$ cat config.mk
export PLATFORM = sky130hd
export DESIGN_NAME = mbx_top
export DESIGN_NICKNAME = d
export VERILOG_FILES = /design/src/rtl/mbx_pkg.sv /design/src/rtl/mbx_fifo.sv /design/src/rtl/mbx_user.sv /design/src/rtl/mbx_bus.sv /design/src/rtl/mbx_top.sv
export SDC_FILE = /design/constraint.sdc
export NUM_CORES = 1
export LEC_CHECK = 0
export ABC_CLOCK_PERIOD_IN_PS = 2560
export BUFFER_PORTS_ARGS = -buffer_cell sky130_fd_sc_hd__buf_2
export CORE_MARGIN = 1.5
export CORE_UTILIZATION = 25
export CTS_BUF_LIST = sky130_fd_sc_hd__clkbuf_4 sky130_fd_sc_hd__clkbuf_8
export DETAILED_ROUTE_END_ITERATION = 12
export GPL_TIMING_DRIVEN = 0
export MAX_ROUTING_LAYER = met4
export PLACE_DENSITY = 0.37
export REMOVE_ABC_BUFFERS = 1
export SLEW_MARGIN = 20
export SYNTH_ARGS = -nofsm -noshare
export SYNTH_HDL_FRONTEND = slang
export SYNTH_HIERARCHICAL = 1
export SYNTH_SLANG_ARGS = --single-unit
$ cat constraint.sdc
create_clock -name clk -period 2.56 [get_ports clk]
set_clock_uncertainty 0.05 [all_clocks]
set_input_delay 0.128 -clock clk [delete_from_list [all_inputs] [get_ports clk]]
set_output_delay 0.128 -clock clk [all_outputs]
set_load 0.02 [all_outputs]
$ cat src/rtl/mbx_pkg.sv
package mbx_pkg;

    typedef enum logic {
        ST_IDLE,
        ST_DONE
    } mbx_state_e;

    // Address blocks of 64 bytes selected by addr[AW-1:6]
    localparam int BLK_MSG   = 1;
    localparam int BLK_FULL  = 2;
    localparam int BLK_COUNT = 3;

    // User register group base and slot codes within a group
    localparam int USR_BASE  = 'h100;
    localparam int SLOT_STAT = 1;
    localparam int SLOT_ESET = 2;
    localparam int SLOT_ECLR = 3;

endpackage

$ cat src/rtl/mbx_fifo.sv
module mbx_fifo #(
    parameter int DW    = 32,
    parameter int DEPTH = 4,
    parameter int CW    = 3
) (
    input  logic          clk,
    input  logic          rst_n,
    input  logic          push,
    input  logic          pop,
    input  logic [DW-1:0] din,
    output logic [DW-1:0] head,
    output logic [CW-1:0] count,
    output logic          full,
    output logic          empty
);
    localparam int PW = (DEPTH > 1) ? $clog2(DEPTH) : 1;

    logic [DW-1:0] mem [DEPTH];
    logic [PW-1:0] wp, rp;
    logic          do_push, do_pop;

    function automatic logic [PW-1:0] step(input logic [PW-1:0] p);
        return (p == PW'(DEPTH - 1)) ? '0 : p + 1'b1;
    endfunction

    assign full    = (count == CW'(DEPTH));
    assign empty   = (count == '0);
    assign do_push = push && !full;
    assign do_pop  = pop && !empty;
    assign head    = empty ? '0 : mem[rp];

    always_ff @(posedge clk) begin
        if (do_push) mem[wp] <= din;
    end

    always_ff @(posedge clk) begin
        if (!rst_n) begin
            wp    <= '0;
            rp    <= '0;
            count <= '0;
        end else begin
            if (do_push) wp <= step(wp);
            if (do_pop)  rp <= step(rp);
            unique case ({do_push, do_pop})
                2'b10:   count <= count + 1'b1;
                2'b01:   count <= count - 1'b1;
                default: count <= count;
            endcase
        end
    end

    assert_no_overflow_R3: assert property (@(posedge clk) disable iff (!rst_n)
        count <= CW'(DEPTH));
    assert_drop_full_R3: assert property (@(posedge clk) disable iff (!rst_n)
        (push && !pop && full) |=> (count == $past(count)));
    assert_pop_empty_R3: assert property (@(posedge clk) disable iff (!rst_n)
        (pop && !push && empty) |=> (count == '0));

endmodule

$ cat src/rtl/mbx_user.sv
module mbx_user #(
    parameter int NEV = 8
) (
    input  logic           clk,
    input  logic           rst_n,
    input  logic [NEV-1:0] cond,
    input  logic           ack_wr,
    input  logic           set_wr,
    input  logic           clr_wr,
    input  logic [NEV-1:0] mask,
    output logic [NEV-1:0] status,
    output logic [NEV-1:0] enable,
    output logic           irq
);
    always_ff @(posedge clk) begin
        if (!rst_n) begin
            status <= '0;
            enable <= '0;
        end else begin
            if (ack_wr) status <= status & ~mask;
            else        status <= status | cond;
            if (set_wr)      enable <= enable | mask;
            else if (clr_wr) enable <= enable & ~mask;
        end
    end

    assign irq = |(status & enable);

    assert_ack_clears_R7: assert property (@(posedge clk) disable iff (!rst_n)
        ack_wr |=> ((status & $past(mask)) == '0));
    assert_event_sets_R6: assert property (@(posedge clk) disable iff (!rst_n)
        !ack_wr |=> ((status & $past(cond)) == $past(cond)));
    assert_enable_set_R8: assert property (@(posedge clk) disable iff (!rst_n)
        set_wr |=> ((enable & $past(mask)) == $past(mask)));
    assert_enable_clr_R8: assert property (@(posedge clk) disable iff (!rst_n)
        (clr_wr && !set_wr) |=> ((enable & $past(mask)) == '0));

endmodule

$ cat src/rtl/mbx_bus.sv
module mbx_bus
    import mbx_pkg::*;
#(
    parameter int          DW     = 32,
    parameter int          AW     = 9,
    parameter int          NFIFO  = 4,
    parameter int          NUSER  = 3,
    parameter int          NEV    = 8,
    parameter int          CW     = 3,
    parameter logic [31:0] REV_ID = 32'h0000_0301
) (
    input  logic                        clk,
    input  logic                        rst_n,
    input  logic                        req,
    input  logic                        we,
    input  logic [AW-1:0]               addr,
    input  logic [DW-1:0]               wdata,
    input  logic [NFIFO-1:0][DW-1:0]    heads,
    input  logic [NFIFO-1:0][CW-1:0]    counts,
    input  logic [NFIFO-1:0]            fulls,
    input  logic [NUSER-1:0][NEV-1:0]   status,
    input  logic [NUSER-1:0][NEV-1:0]   enable,
    output logic [NFIFO-1:0]            push,
    output logic [NFIFO-1:0]            pop,
    output logic [NUSER-1:0]            ack_wr,
    output logic [NUSER-1:0]            set_wr,
    output logic [NUSER-1:0]            clr_wr,
    output logic [NEV-1:0]              mask,
    output logic                        ack,
    output logic [DW-1:0]               rdata
);
    localparam int RW = AW - 6;
    localparam int UW = AW - 4;

    mbx_state_e    state, nxt;
    logic          accept;
    logic [RW-1:0] region;
    logic [3:0]    fidx;
    logic [AW-1:0] uoff;
    logic [UW-1:0] uidx;
    logic [1:0]    uslot;
    logic          uhit;
    logic [DW-1:0] rd_val;
    logic          unused_bits;

    assign region      = addr[AW-1:6];
    assign fidx        = addr[5:2];
    assign uoff        = addr - AW'(USR_BASE);
    assign uidx        = uoff[AW-1:4];
    assign uslot       = uoff[3:2];
    assign uhit        = (addr >= AW'(USR_BASE)) && (uslot != 2'd0);
    assign mask        = wdata[NEV-1:0];
    assign unused_bits = ^{addr[1:0], uoff[1:0], wdata};

    // State register
    always_ff @(posedge clk) begin
        if (!rst_n) state <= ST_IDLE;
        else        state <= nxt;
    end

    always_comb begin
        nxt = state;
        unique case (state)
            ST_IDLE: nxt = req ? ST_DONE : ST_IDLE;
            ST_DONE: nxt = ST_IDLE;
        endcase
    end

    // Outputs of the access machine
    always_comb begin
        ack    = (state == ST_DONE);
        accept = (state == ST_IDLE) && req;
    end

    // Register action strobes
    always_comb begin
        for (int f = 0; f < NFIFO; f++) begin
            push[f] = accept &&  we && (region == RW'(BLK_MSG)) && (fidx == 4'(f));
            pop[f]  = accept && !we && (region == RW'(BLK_MSG)) && (fidx == 4'(f));
        end
        for (int u = 0; u < NUSER; u++) begin
            ack_wr[u] = accept && we && uhit && (uidx == UW'(u)) && (uslot == 2'(SLOT_STAT));
            set_wr[u] = accept && we && uhit && (uidx == UW'(u)) && (uslot == 2'(SLOT_ESET));
            clr_wr[u] = accept && we && uhit && (uidx == UW'(u)) && (uslot == 2'(SLOT_ECLR));
        end
    end

    // Read selection
    always_comb begin
        rd_val = '0;
        if (addr[AW-1:2] == '0) rd_val = DW'(REV_ID);
        for (int f = 0; f < NFIFO; f++) begin
            if (fidx == 4'(f)) begin
                if (region == RW'(BLK_MSG))   rd_val = heads[f];
                if (region == RW'(BLK_FULL))  rd_val = DW'(fulls[f]);
                if (region == RW'(BLK_COUNT)) rd_val = DW'(counts[f]);
            end
        end
        for (int u = 0; u < NUSER; u++) begin
            if (uhit && (uidx == UW'(u))) begin
                if (uslot == 2'(SLOT_STAT)) rd_val = DW'(status[u]);
                else                        rd_val = DW'(enable[u]);
            end
        end
    end

    always_ff @(posedge clk) begin
        if (!rst_n)             rdata <= '0;
        else if (accept && !we) rdata <= rd_val;
    end

    assert_ack_single_R10: assert property (@(posedge clk) disable iff (!rst_n)
        ack |=> !ack);
    assert_ack_follows_req_R10: assert property (@(posedge clk) disable iff (!rst_n)
        (!ack && req) |=> ack);
    assert_one_push_R2: assert property (@(posedge clk) disable iff (!rst_n)
        $onehot0({push, pop}));

endmodule

$ cat src/rtl/mbx_top.sv
module mbx_top #(
    parameter int          DW     = 32,
    parameter int          AW     = 9,
    parameter int          NFIFO  = 4,
    parameter int          DEPTH  = 4,
    parameter int          NUSER  = 3,
    parameter logic [31:0] REV_ID = 32'h0000_0301
) (
    input  logic             clk,
    input  logic             rst_n,
    input  logic             req,
    input  logic             we,
    input  logic [AW-1:0]    addr,
    input  logic [DW-1:0]    wdata,
    output logic             ack,
    output logic [DW-1:0]    rdata,
    output logic [NUSER-1:0] irq
);
    localparam int NEV = 2 * NFIFO;
    localparam int CW  = $clog2(DEPTH + 1);

    logic [NFIFO-1:0][DW-1:0]  heads;
    logic [NFIFO-1:0][CW-1:0]  counts;
    logic [NFIFO-1:0]          full_v, empty_v, push_v, pop_v;
    logic [NEV-1:0]            cond, mask;
    logic [NUSER-1:0][NEV-1:0] status, enable;
    logic [NUSER-1:0]          ack_wr, set_wr, clr_wr;

    mbx_bus #(
        .DW(DW), .AW(AW), .NFIFO(NFIFO), .NUSER(NUSER),
        .NEV(NEV), .CW(CW), .REV_ID(REV_ID)
    ) u_bus (
        .clk(clk), .rst_n(rst_n), .req(req), .we(we), .addr(addr),
        .wdata(wdata), .heads(heads), .counts(counts), .fulls(full_v),
        .status(status), .enable(enable), .push(push_v), .pop(pop_v),
        .ack_wr(ack_wr), .set_wr(set_wr), .clr_wr(clr_wr), .mask(mask),
        .ack(ack), .rdata(rdata)
    );

    for (genvar f = 0; f < NFIFO; f++) begin : g_fifo
        mbx_fifo #(.DW(DW), .DEPTH(DEPTH), .CW(CW)) u_fifo (
            .clk(clk), .rst_n(rst_n), .push(push_v[f]), .pop(pop_v[f]),
            .din(wdata), .head(heads[f]), .count(counts[f]),
            .full(full_v[f]), .empty(empty_v[f])
        );
        assign cond[2*f]   = ~empty_v[f];
        assign cond[2*f+1] = ~full_v[f];
    end

    for (genvar u = 0; u < NUSER; u++) begin : g_user
        mbx_user #(.NEV(NEV)) u_user (
            .clk(clk), .rst_n(rst_n), .cond(cond), .ack_wr(ack_wr[u]),
            .set_wr(set_wr[u]), .clr_wr(clr_wr[u]), .mask(mask),
            .status(status[u]), .enable(enable[u]), .irq(irq[u])
        );
    end

    assert_reset_quiet_R11: assert property (@(posedge clk)
        !rst_n |=> (irq == '0 && !ack));

endmodule

* Yosys cells after proc, flatten, opt, wreduce, memory -nomap -nowiden
Memory sizes are Yosys's and may differ from the RTL's. A register that Yosys moved wholly into a read port is not among the register bits. Cells that the tools add are included.
Operators by class: mux-type cells 66, equality and inequality tests 31, $lt $le $gt $ge 1, bitwise operators 25, reduce and logical (&&, ||, !) cells 65, add/sub/neg operators 17
Operators by type and width (number):
- 32-bit 2-to-1 mux | 23
- 8-bit 2-to-1 mux | 12
- 8-bit bitwise AND | 9
- 8-bit bitwise OR | 6
- 1-bit logical AND | 38
- 2-bit 2-to-1 mux | 16
- 2-bit equality test, second input constant | 14
- 3-bit one-hot mux with 2 select lines | 4
- 8-bit OR reduction | 3
- 2-bit by 1-bit adder with 2-bit output, second input constant | 8
- 2-bit nonzero test | 8
- 3-bit by 1-bit adder with 3-bit output, second input constant | 4
- 3-bit equality test, second input constant | 4
- 3-bit zero test | 4
- 3-bit by 1-bit subtractor with 3-bit output, second input constant | 4
- 2-bit by 1-bit equality test with 1-bit output, second input constant | 5
- 10-bit 2-to-1 mux | 1
- 9-bit >= comparator, second input constant | 1
- 1-bit zero test | 9
- 1-bit 2-to-1 mux | 9
- 1-bit NOT | 9
- 9-bit subtractor, second input constant | 1
- 4-bit by 2-bit equality test with 1-bit output, second input constant | 2
- 8-bit NOT | 1
- other kinds (9) | 10
Storage, ports and cells: bits in registers 109, input port bits 45, output and inout bits 36, logic and storage cells 229, memories 4, bits in writable memories 512
Memories:
- g_fifo[0].u_fifo.mem | words 4, width 32, read ports 1, clocked after memory_dff 1, write ports 1, RTL line mbx_fifo.sv:18 | logic [DW-1:0] mem [DEPTH];
- g_fifo[1].u_fifo.mem | words 4, width 32, read ports 1, clocked after memory_dff 1, write ports 1, RTL line mbx_fifo.sv:18
- g_fifo[2].u_fifo.mem | words 4, width 32, read ports 1, clocked after memory_dff 1, write ports 1, RTL line mbx_fifo.sv:18
- g_fifo[3].u_fifo.mem | words 4, width 32, read ports 1, clocked after memory_dff 1, write ports 1, RTL line mbx_fifo.sv:18

* Depth between registers and ports, before layout
Gate-level depths: netlist of the first run.
depth after elaboration 21, gate-level depth with buffers 15, mapped depth without buffers 12

* Cells and area by module
The synthesis of the first run kept the hierarchy.
Modules (own cells, without submodules):
- mbx_fifo | instances 4, cells an instance 258, area each 5449.0 sq um, seq. area each 4023.9 sq um
- mbx_bus | instances 1, cells an instance 447, area each 3120.5 sq um, seq. area each 660.6 sq um
- mbx_user | instances 3, cells an instance 72, area each 764.5 sq um, seq. area each 320.3 sq um
- mbx_top | instances 1, cells an instance 8, area each 30.0 sq um, seq. area each 0.0 sq um

* Worst setup path before layout of the first run
OpenSTA, ideal clock, no wires.
path kind register to register, start register u_bus.state, in the netlist u_bus/ack, end register g_fifo[3].u_fifo.count[2], clock period less this slack 2.548 ns, data arrival time 2.428 ns, cell stages (with the launch flop) 13, setup time 0.070 ns, setup slack 0.012 ns, required time 2.440 ns, buffers on the path 1, cell sequence dfxtp_1 > nor3b_1 > nand2_1 > clkbuf_1 > nor2_1 > o31ai_1 > inv_1 > ha_1 > inv_1 > fa_1 > xor2_1 > or3_1 > a21boi_1
On the way: cells in the longest elaborated chain, start to end 8, elaborated cells on any way between the ends 14, classes of those cells eq/ne: 2; mux: 1; bitwise: 1; reduce/logical: 10
Ends and longest elaborated chain:
- start, declared | RTL line mbx_bus.sv:35 | mbx_state_e state, nxt;
- start signal, assigned | RTL line mbx_bus.sv:58 | else state <= nxt;
- 1-bit NOT * | RTL line mbx_bus.sv:72 | accept = (state == ST_IDLE) && req;
- 1-bit logical AND * | RTL line mbx_bus.sv:72
- 1-bit logical AND * (3 in a row) | RTL line mbx_bus.sv:79 | pop[f] = accept && !we && (region == RW'(BLK_MSG)) && (fidx == 4'(f));
- via pop_v[3] | RTL line mbx_top.sv:24 | logic [NFIFO-1:0] full_v, empty_v, push_v, pop_v;
- 1-bit logical AND * | RTL line mbx_fifo.sv:29 | assign do_pop = pop && !empty;
- 2-bit by 1-bit equality test with 1-bit output / 2-bit equality test (equally long branches) | RTL line mbx_fifo.sv:44 | unique case ({do_push, do_pop})
- 3-bit one-hot mux with 2 select lines / 2-bit nonzero test (equally long branches)
- end signal, assigned | RTL line mbx_fifo.sv:45 | 2'b10: count <= count + 1'b1;
- end signal, assigned | RTL line mbx_fifo.sv:46 | 2'b01: count <= count - 1'b1;
- end signal, assigned | RTL line mbx_fifo.sv:47 | default: count <= count;
- end, declared | RTL line mbx_fifo.sv:12 | output logic [CW-1:0] count,
The timed path passes the listed nets; every way through them passes the cells marked *. A chain may end at the register's enable or synchronous reset.

* Worst setup path in the final report of the first run
start register u_bus.state, in the netlist u_bus/ack, end register g_fifo[1].u_fifo.count[2]
On the way: cells in the longest elaborated chain, start to end 8, elaborated cells on any way between the ends 14, classes of those cells eq/ne: 2; mux: 1; bitwise: 1; reduce/logical: 10
Ends and longest elaborated chain:
- 1-bit NOT * | RTL line mbx_bus.sv:72
- 1-bit logical AND * | RTL line mbx_bus.sv:72
- 1-bit logical AND * (3 in a row) | RTL line mbx_bus.sv:79
- via pop_v[1] | RTL line mbx_top.sv:24
- 1-bit logical AND * | RTL line mbx_fifo.sv:29
- via g_fifo[1].u_fifo.do_pop | RTL line mbx_fifo.sv:20 | logic do_push, do_pop;
- 2-bit by 1-bit equality test with 1-bit output / 2-bit equality test (equally long branches) | RTL line mbx_fifo.sv:44
- 3-bit one-hot mux with 2 select lines / 2-bit nonzero test (equally long branches)
- end signal, assigned | RTL line mbx_fifo.sv:45
- end signal, assigned | RTL line mbx_fifo.sv:46
- end signal, assigned | RTL line mbx_fifo.sv:47
- end, declared | RTL line mbx_fifo.sv:12
Marked as above.

==> impl_metrics.env, run 1 <==
export IMPL_criticalPathCategory="register to register"
export IMPL_grt_usage_pct=15.7
export IMPL_p_leak_nw=10.6
export IMPL_ir_worst_vdd_mv=0.394
export IMPL_crit_fanout=6
export IMPL_hold_violations=0
export IMPL_grt_pass1_wl_um=121000
export IMPL_synth_cells=1703
export IMPL_cts_tree="yes"
export IMPL_die_area_um2=111000
export IMPL_synth_largest_area_cell="edfxtp_1"
export IMPL_seq_area_frac_synth_pct=65.0
export IMPL_syn_avg_cell_area_um2=16.0
export IMPL_status="complete, no violations"
export IMPL_muxShareOfSynthArea_pct=12.3
export IMPL_clockRootBuffer="clkbuf_8"
export IMPL_synth_xor_area_share_pct=0.257
export IMPL_grt_max_degree=87
export IMPL_via_per_inst=4.61
export IMPL_power_density_nw_per_um2=645
export IMPL_numCtsBuffers=112
export IMPL_share_comb_of_total_power_pct=2.7
export IMPL_setup_viol=0
export IMPL_worstSkewPairLatency_ps=740
export IMPL_holdWs_ps=19.9
export IMPL_cts_path_max_buffers=3
export IMPL_synth_top_family_by_area="multiplexers"
export IMPL_layout_common_cells="edfxtp_1, nand2_1, mux4_2, clkbuf_8, dfxtp_1"
export IMPL_ys_flop_type="edfxtp_1"
export IMPL_fin_crit_sh_pct=97.9
export IMPL_p_seq_share_pct=51.9
export IMPL_antenna_found_initial=4
export IMPL_synth_compound_area_share_pct=7.14
export IMPL_ios=81
export IMPL_layout_commonest_cell="edfxtp_1"
export IMPL_die_w_um=333
export IMPL_worstMarginPinSlew_ps=829
export IMPL_ys_async_sr_fraction_pct=0
export IMPL_drt_iter0_drc=1154
export IMPL_ys_ff_latch=629
export IMPL_slew_headroom_pct=44.6
export IMPL_grt_overflow=0
export IMPL_via_count=15800
export IMPL_end_kind="register"
export IMPL_synthAdderAreaFrac_pct=1.40
export IMPL_drive_gt1_share_pct=32.9
export IMPL_wl_um=85500
export IMPL_initial_core_util_pct=25.3
export IMPL_dpl_hpwl_um=47900
export IMPL_instances_no_fill=3420
export IMPL_htree_levels=3
export IMPL_port_buffers=78
export IMPL_netSwitchingFraction_pct=22.1
export IMPL_gp_congestion=0.764
export IMPL_cp_start_kind="register"
export IMPL_clkPwrFrac_pct=45.4
export IMPL_synth_top_area_share_pct=56.4
export IMPL_ant_nets=0
export IMPL_synth_area_um2=27200
export IMPL_synth_area_leaders="edfxtp_1, mux4_2, dfxtp_1"
export IMPL_synthSimpleGateAreaFrac_pct=10.5
export IMPL_clock_sinks=629
export IMPL_placed_cells=3121
export IMPL_drc=0
export IMPL_arrival_ps=3140
export IMPL_area_growth_pct=21.4
export IMPL_placementRows=120
export IMPL_fmax_mhz=399
export IMPL_p_int_mw=16.6
export IMPL_drv_slew=0
export IMPL_p_switching_mw=4.73
export IMPL_core_um2=108000
export IMPL_fp_dieH_um=333
export IMPL_post_drt_wl_per_cell_um=25.0
export IMPL_required_ps=3190
export IMPL_rsz0062_at_grt="true"
export IMPL_synth_edf_count=512
export IMPL_clkTransAtPathRegs_ps=60
export IMPL_hold_path_class="primary input to register"
export IMPL_finalCriticalPeriod_ps=2510
export IMPL_finalNetCount=1996
export IMPL_ys_types=67
export IMPL_ys_warnings_count=6
export IMPL_grt_pass1_vias=16400
export IMPL_drtPass1Iterations=7
export IMPL_cap_viol_max_count=0
## synthesized netlist by cell type, types with 23 or more instances
| cell type | instances |
|---|---|
| a21boi_1 | 25 |
| nor2_1 | 44 |
| nand3_1 | 24 |
| nor2b_4 | 44 |
| o21ai_0 | 43 |
| edfxtp_1 | 512 |
| mux4_2 | 128 |
| inv_1 | 36 |
| ha_1 | 24 |
| nor2b_1 | 98 |
| nand2_1 | 135 |
| buf_2 | 38 |
| and2_1 | 49 |
| clkbuf_1 | 23 |
| dfxtp_1 | 117 |
| a21boi_2 | 27 |
| mux2i_1 | 37 |
| a21bo_1 | 24 |
## state kept, by name (all words and copies together), names as in the netlist, named ones only
signal / cells
g_fifo.u_fifo/wp: 8
g_fifo.u_fifo/mem: 512
u_bus/ack: 1
u_bus/rdata: 32
g_user.u_user/status: 24
g_fifo.u_fifo/count: 12
g_fifo.u_fifo/rp: 8
## per-layer routing
metal  global-route usage (%)  vias to the layer above  routed length [µm]
li1                         -                     6949                   -
met1                     21.0                     8296               39700
met2                     24.8                      376               40600
met3                     2.28                      150                3140
met4                     4.63                        0                2140
met5                        -                        -                   0
## layout make-up
class                      instances  area, µm²
clock inverter                    17        134
sequential                       629      17800
tap                             1403       1760
fill                           10700      74400
antenna                            4       10.0
multi-input combinational        940       9060
clock buffer                     187       2190
inverter                          40        150
timing repair buffer             200       2020
## logic make-up after synthesis
group,Yosys count
DFF,629
and+or+nand+nor,465
AOI/OAI and AO/OA,258
muxes,173
buffers and inverters,142
adders and majority gates,28
xor gates and xnor gates,8
## power by group through the flow
stage | Clock, mW | Combinational, mW | Sequential [mW]
final | 9.69 | 0.583 | 11.1
after global routing | 10.4 | 0.631 | 11.1
after CTS | 10.0 | 0.581 | 11.1
after detailed placement | 0 | 0.513 | 11.3
after global placement | 0 | 0.476 | 11.3
after floorplan | 0 | 0.139 | 11.3
## metrics by stage
stage,util [%],area [µm²],power [mW],setup TNS (ps),setup slack (ps)
after floorplan,-,26500,11.4,-91660,-595
after global placement,26.6,28600,11.8,-1750900,-4840
after detailed placement,27.5,29500,11.8,-425540,-1090
after CTS,30.5,32800,21.7,-199,-104
after global routing,30.8,33100,22.1,-317,-92.3
final,30.8,33100,21.4,0,52.9
## path summary, 6_finish.rpt
kind / cells after the start / slack, ps / from / end
hold / removal: 4 / 20 / addr[8] / u_bus/rdata[0]$_SDFFE_PN0P_
hold reg to reg: 2 / 410 / u_bus/rdata[8]$_SDFFE_PN0P_ / u_bus/rdata[8]$_SDFFE_PN0P_
setup reg to reg: 13 / 50 / u_bus/ack$_SDFF_PP0_ / g_fifo[1].u_fifo/count[2]$_SDFFE_PN0P_
setup / recovery: 13 / 50 / u_bus/ack$_SDFF_PP0_ / g_fifo[1].u_fifo/count[2]$_SDFFE_PN0P_
## worst max-delay path, cell delays in order, from the launching register on
cell and delay [ps]:
dfxtp_4 360, nor3b_4 190, buf_6 170, nand2_8 90
buf_6 160, nor2_4 90, o31ai_4 90, inv_1 70
ha_2 180, inv_1 60, fa_2 340, xor2_1 150
or3_1 300, a21boi_1 120
## repair_timing
| action | in CTS | in global routing |
|---|---|---|
| hold buffers | 41 | 0 |
| gates cloned | 9 | 0 |
| pin swaps | 12 | 10 |
| endpoints found under the setup margin | 571 | 111 |
| setup buffers | 28 | 14 |
| endpoints found under the hold margin | 580 | 0 |
| resized for setup | 43 | 32 |
No activity file was read; power rests on OpenSTA's default activity.
==> run 2, diff against run 1 <==
- SETUP_SLACK_MARGIN: default -> 0.5
==> impl_metrics.env, run 2 (same netlist as run 1, synthesis figures left out) <==
export IMPL_grt_overflow=0
export IMPL_rsz0062_at_grt="true"
export IMPL_arrival_ps=3160
export IMPL_grt_usage_pct=16.6
export IMPL_wl_um=92200
export IMPL_drive_gt1_share_pct=39.9
export IMPL_clkTransAtPathRegs_ps=60
export IMPL_slew_headroom_pct=21.1
export IMPL_startpoint="u_bus/ack$_SDFF_PP0_"
export IMPL_via_count=16500
export IMPL_drc=0
export IMPL_drv_slew=0
export IMPL_p_leak_nw=11.8
export IMPL_grt_use_met3_pct=2.37
export IMPL_grt_pass1_wl_um=127000
export IMPL_drtPass1Iterations=5
export IMPL_die_w_um=333
export IMPL_clockRootBuffer="clkbuf_8"
export IMPL_required_ps=3200
export IMPL_final_util_pct=33.2
export IMPL_grt_pass1_vias=16800
export IMPL_worstSkewPairLatency_ps=770
export IMPL_area_growth_pct=31.1
export IMPL_clock_sinks=629
export IMPL_ant_nets=0
export IMPL_setup_viol=0
export IMPL_drt_iter0_drc=1279
export IMPL_regMostFlops="g_fifo.u_fifo/mem"
export IMPL_end_kind="register"
export IMPL_die_area_um2=111000
export IMPL_layout_commonest_cell="edfxtp_1"
export IMPL_cts_tree="yes"
export IMPL_worstMarginPinSlew_ps=1170
export IMPL_core_um2=108000
export IMPL_hp_start="addr[8]"
export IMPL_grtUsageMet2_pct=26.7
export IMPL_ir_worst_vdd_mv=0.393
export IMPL_hold_violations=0
export IMPL_via_per_inst=4.63
export IMPL_numCtsBuffers=112
export IMPL_criticalPathCategory="register to register"
export IMPL_power_density_nw_per_um2=599
export IMPL_finalNetCount=2133
export IMPL_post_drt_wl_per_cell_um=25.9
export IMPL_largest_register_ffs=512
export IMPL_antenna_found_initial=4
export IMPL_cpPeakStageDelay_ps=350
export IMPL_p_total_mw=21.4
export IMPL_critPathSlowestCell="dfxtp_4"
export IMPL_largestRegisters="g_fifo.u_fifo/mem: 512 flops, u_bus/rdata: 32 flops, g_user.u_user/status: 24 flops"
export IMPL_hold_path_class="primary input to register"
export IMPL_cts_path_max_buffers=3
export IMPL_cp_start_kind="register"
export IMPL_htree_levels=3
export IMPL_port_buffers=78
export IMPL_path_cells="nor3b_4 > buf_6 > nand2_8 > buf_16 > nor2_4 > o31ai_4 > inv_1 > ha_2 > inv_2 > fa_2 > xor2_1 > or3_1 > a21boi_1"
export IMPL_finalCriticalPeriod_ps=2520
export IMPL_grt_busiest_layer="met2"
export IMPL_status="complete, no violations"
export IMPL_dpl_hpwl_um=47900
export IMPL_fin_crit_sh_pct=98.5
export IMPL_gp_congestion=0.764
export IMPL_use_met1_pct=22.0
export IMPL_layout_common_cells="edfxtp_1, nand2_1, mux4_2, clkbuf_8, dfxtp_1"
export IMPL_crit_fanout=5
export IMPL_grt_max_degree=87
export IMPL_cap_viol_max_count=0
export IMPL_fmax_mhz=396
export IMPL_initial_core_util_pct=25.3
export IMPL_worstReg2RegStart="u_bus/ack$_SDFF_PP0_"
export IMPL_fp_dieH_um=333
export IMPL_placementRows=120
export IMPL_ios=81
run 2: routing by layer:
| metal | vias up | share of wire [%] | wire length [µm] |
|---|---|---|---|
| met5 | - | 0 | 0 |
| met4 | 0 | 2.1 | 1920 |
| met3 | 138 | 3.7 | 3430 |
| met2 | 371 | 48 | 44500 |
| met1 | 8737 | 46 | 42400 |
| li1 | 7242 | - | - |
run 2: repair_timing:
item	4_1_cts	5_1_grt
hold endpoints to repair	582	0
pin swaps	27	35
gates cloned	20	8
setup buffers	111	47
setup endpoints to repair	629	608
gates resized for setup	89	160
hold buffers	42	0
run 2: worst paths after layout:
kind | to | slack [ps] | depth (start not counted)
max | g_fifo[0].u_fifo/count[2]$_SDFFE_PN0P_ | 40 | 13
min reg2reg | u_bus/rdata[8]$_SDFFE_PN0P_ | 400 | 2
max reg2reg | g_fifo[0].u_fifo/count[2]$_SDFFE_PN0P_ | 40 | 13
min | u_bus/rdata[2]$_SDFFE_PN0P_ | 40 | 4
run 2: layout make-up:
cell class              count  area (µm²)
fillers                 10500       71800
well taps                1403        1760
clock inverters            17         134
clock buffers             187        2190
diodes                      5        12.5
repair buffers            337        4270
inverters                  40         150
flip-flops and latches    629       17800
multi-input cells         940        9450
run 2: worst max-delay path: cells and delay by family, from the launching register on:
kind	cells	cell delay, ps
AOI/OAI and AO/OA	2	210
xor gates and xnor gates	1	150
adders and majority gates	2	520
buffers and inverters	4	470
DFF	1	350
and+or+nand+nor	4	700
run 2: power by group:
group	total, mW	internal [mW]	switching, mW
Combinational	0.609	0.189	0.420
Sequential	11.1	11.1	0.0161
Clock	9.72	5.39	4.33
run 2: per-stage QoR:
| stage | setup TNS, ps | setup WS (ps) | area, µm² | hold slack (ps) | std cells |
|---|---|---|---|---|---|
| 6_report | 0 | 37.2 | 35700 | 37.8 | 3558 |
| 5_1_grt | -143 | -77.4 | 35700 | 9.93 | 3557 |
| 4_1_cts | 0 | 59.9 | 34400 | 3.53 | 3498 |
| 3_5_place_dp | -425540 | -1090 | 29500 | 407 | 3121 |
| 3_3_place_gp | -1750900 | -4840 | 28600 | 415 | 3082 |
| 2_1_floorplan | -91660 | -595 | 26500 | 177 | 1601 |
==> run 3, diff against run 2 <==
- CTS_CLUSTER_SIZE: default -> 25
- GPL_TIMING_DRIVEN: 0 -> 1
==> impl_metrics.env, run 3 (same netlist as run 1, synthesis figures left out) <==
export IMPL_status="complete, no violations"
export IMPL_ir_worst_vdd_mv=0.396
export IMPL_cap_viol_max_count=0
export IMPL_drt_iter0_drc=947
export IMPL_via_count=16100
export IMPL_ios=81
export IMPL_hold_path_class="primary input to register"
export IMPL_grt_usage_pct=15.5
export IMPL_grt_pass1_wl_um=120000
export IMPL_power_density_nw_per_um2=621
export IMPL_setup_viol=0
export IMPL_required_ps=3150
export IMPL_core_um2=108000
export IMPL_ff2ff_setup_slack_ps=270
export IMPL_drv_slew=0
export IMPL_p_leak_nw=11.7
export IMPL_placementRows=120
export IMPL_largest_register_ffs=512
export IMPL_die_area_um2=111000
export IMPL_layout_common_cells="edfxtp_1, nand2_1, clkbuf_8, mux4_2, buf_4"
export IMPL_worstSkewPairLatency_ps=780
export IMPL_rsz0062_at_grt="true"
export IMPL_criticalPathCategory="register to register"
export IMPL_fp_dieH_um=333
export IMPL_multiInputGateArea_um2=9140
export IMPL_regArea_um2=17700
export IMPL_hold_violations=0
export IMPL_end_kind="register"
export IMPL_area_growth_pct=29.4
export IMPL_antenna_found_initial=4
export IMPL_numCtsBuffers=114
export IMPL_port_buffers=78
export IMPL_drive_gt1_share_pct=39.2
export IMPL_largestRegisters="g_fifo.u_fifo/mem: 512 flops, u_bus/rdata: 32 flops, g_user.u_user/status: 24 flops"
export IMPL_ant_nets=0
export IMPL_cts_tree="yes"
export IMPL_grt_max_degree=53
export IMPL_worstMarginPinSlew_ps=792
export IMPL_slew_headroom_pct=46.8
export IMPL_cp_start_kind="register"
export IMPL_grt_pass1_vias=16700
export IMPL_dpl_hpwl_um=52200
export IMPL_htree_levels=3
export IMPL_finalCriticalPeriod_ps=2290
export IMPL_clkTransAtPathRegs_ps=60
export IMPL_via_per_inst=4.51
export IMPL_final_util_pct=32.8
export IMPL_drc=0
export IMPL_gp_congestion=0.786
export IMPL_initial_core_util_pct=25.3
export IMPL_crit_fanout=7
export IMPL_drtPass1Iterations=5
export IMPL_layout_commonest_cell="edfxtp_1"
export IMPL_clockRootBuffer="clkbuf_8"
export IMPL_grt_overflow=0
export IMPL_p_total_mw=21.9
export IMPL_post_drt_wl_per_cell_um=24.2
export IMPL_fin_crit_sh_pct=89.4
export IMPL_die_w_um=333
export IMPL_wl_um=86200
export IMPL_arrival_ps=2880
export IMPL_finalNetCount=2137
export IMPL_nFillCells=10600
export IMPL_cts_path_max_buffers=3
export IMPL_fmax_mhz=437
export IMPL_clock_sinks=629
export IMPL_regMostFlops="g_fifo.u_fifo/mem"
-- run 3: cell count changes in the layout (fill, tap and decap cells not counted), sizes merged --
cell	change
clkinvlp	-3
inv	+3
and2	-8
clkinv	+17
dlygate4sd3	-2
bufinv	+4
diode	-1
-- run 3: worst paths after layout --
path / end / startpoint / cells after the start
worst max-delay path: u_bus/rdata[3]$_SDFFE_PN0P_ / register / 9
worst min-delay path: u_bus/rdata[0]$_SDFFE_PN0P_ / addr[8] / 6
worst max register to register: u_bus/rdata[3]$_SDFFE_PN0P_ / register / 9
worst min register to register: u_bus/rdata[8]$_SDFFE_PN0P_ / u_bus/rdata[8]$_SDFFE_PN0P_ / 2
-- run 3: layer usage --
layer / GRT usage, % / wire [µm] / up-vias
li1: - / - / 7244
met1: 20.0 / 38800 / 8397
met2: 25.0 / 42400 / 323
met3: 2.62 / 3110 / 132
met4: 4.35 / 1930 / 0
met5: - / 0 / -
-- run 3: power by group --
part | leakage [nW] | switching (mW) | internal (mW)
combinational | 4.87 | 0.422 | 0.196
clock | 1.32 | 4.48 | 5.72
sequential | 5.55 | 0.0165 | 11.1
-- run 3: per-stage QoR --
stage | hold slack [ps] | std cells | setup WS (ps) | setup TNS (ps) | cell area (µm²)
2_1_floorplan | 177 | 1601 | -595 | -91660 | 26500
3_3_place_gp | 406 | 3215 | 43.3 | 0 | 30300
3_5_place_dp | 414 | 3215 | 4.59 | 0 | 30300
4_1_cts | 41.1 | 3508 | 240 | 0 | 34200
5_1_grt | 73.0 | 3568 | 186 | 0 | 35300
6_report | 119 | 3568 | 271 | 0 | 35300
-- run 3: cell type report --
class / instances / share of cell area, %
inverters: 40 / 0.426
repair buffers: 347 / 11.4
multi-input cells: 932 / 25.9
flip-flops and latches: 629 / 50.3
diodes: 4 / 0.0284
well taps: 1403 / 4.98
clock inverters: 38 / 0.979
clock buffers: 175 / 6.00
-- run 3: worst max-delay path, stage by stage, from the launching register on --
cell and delay [ps]:
dfxtp_4 370, buf_12 130, buf_12 130, mux4_2 510, nor2b_4 140, mux2_4 280, a32oi_2 190, a21oi_2 100
o22ai_2 140, a21oi_1 90
-- run 3: timing repair --
action	CTS	global route
setup endpoints to repair	553	399
hold buffers	40	0
pin swaps	42	36
resized for setup	129	81
endpoints found under the hold margin	602	0
setup buffers	33	32
cloned	7	24
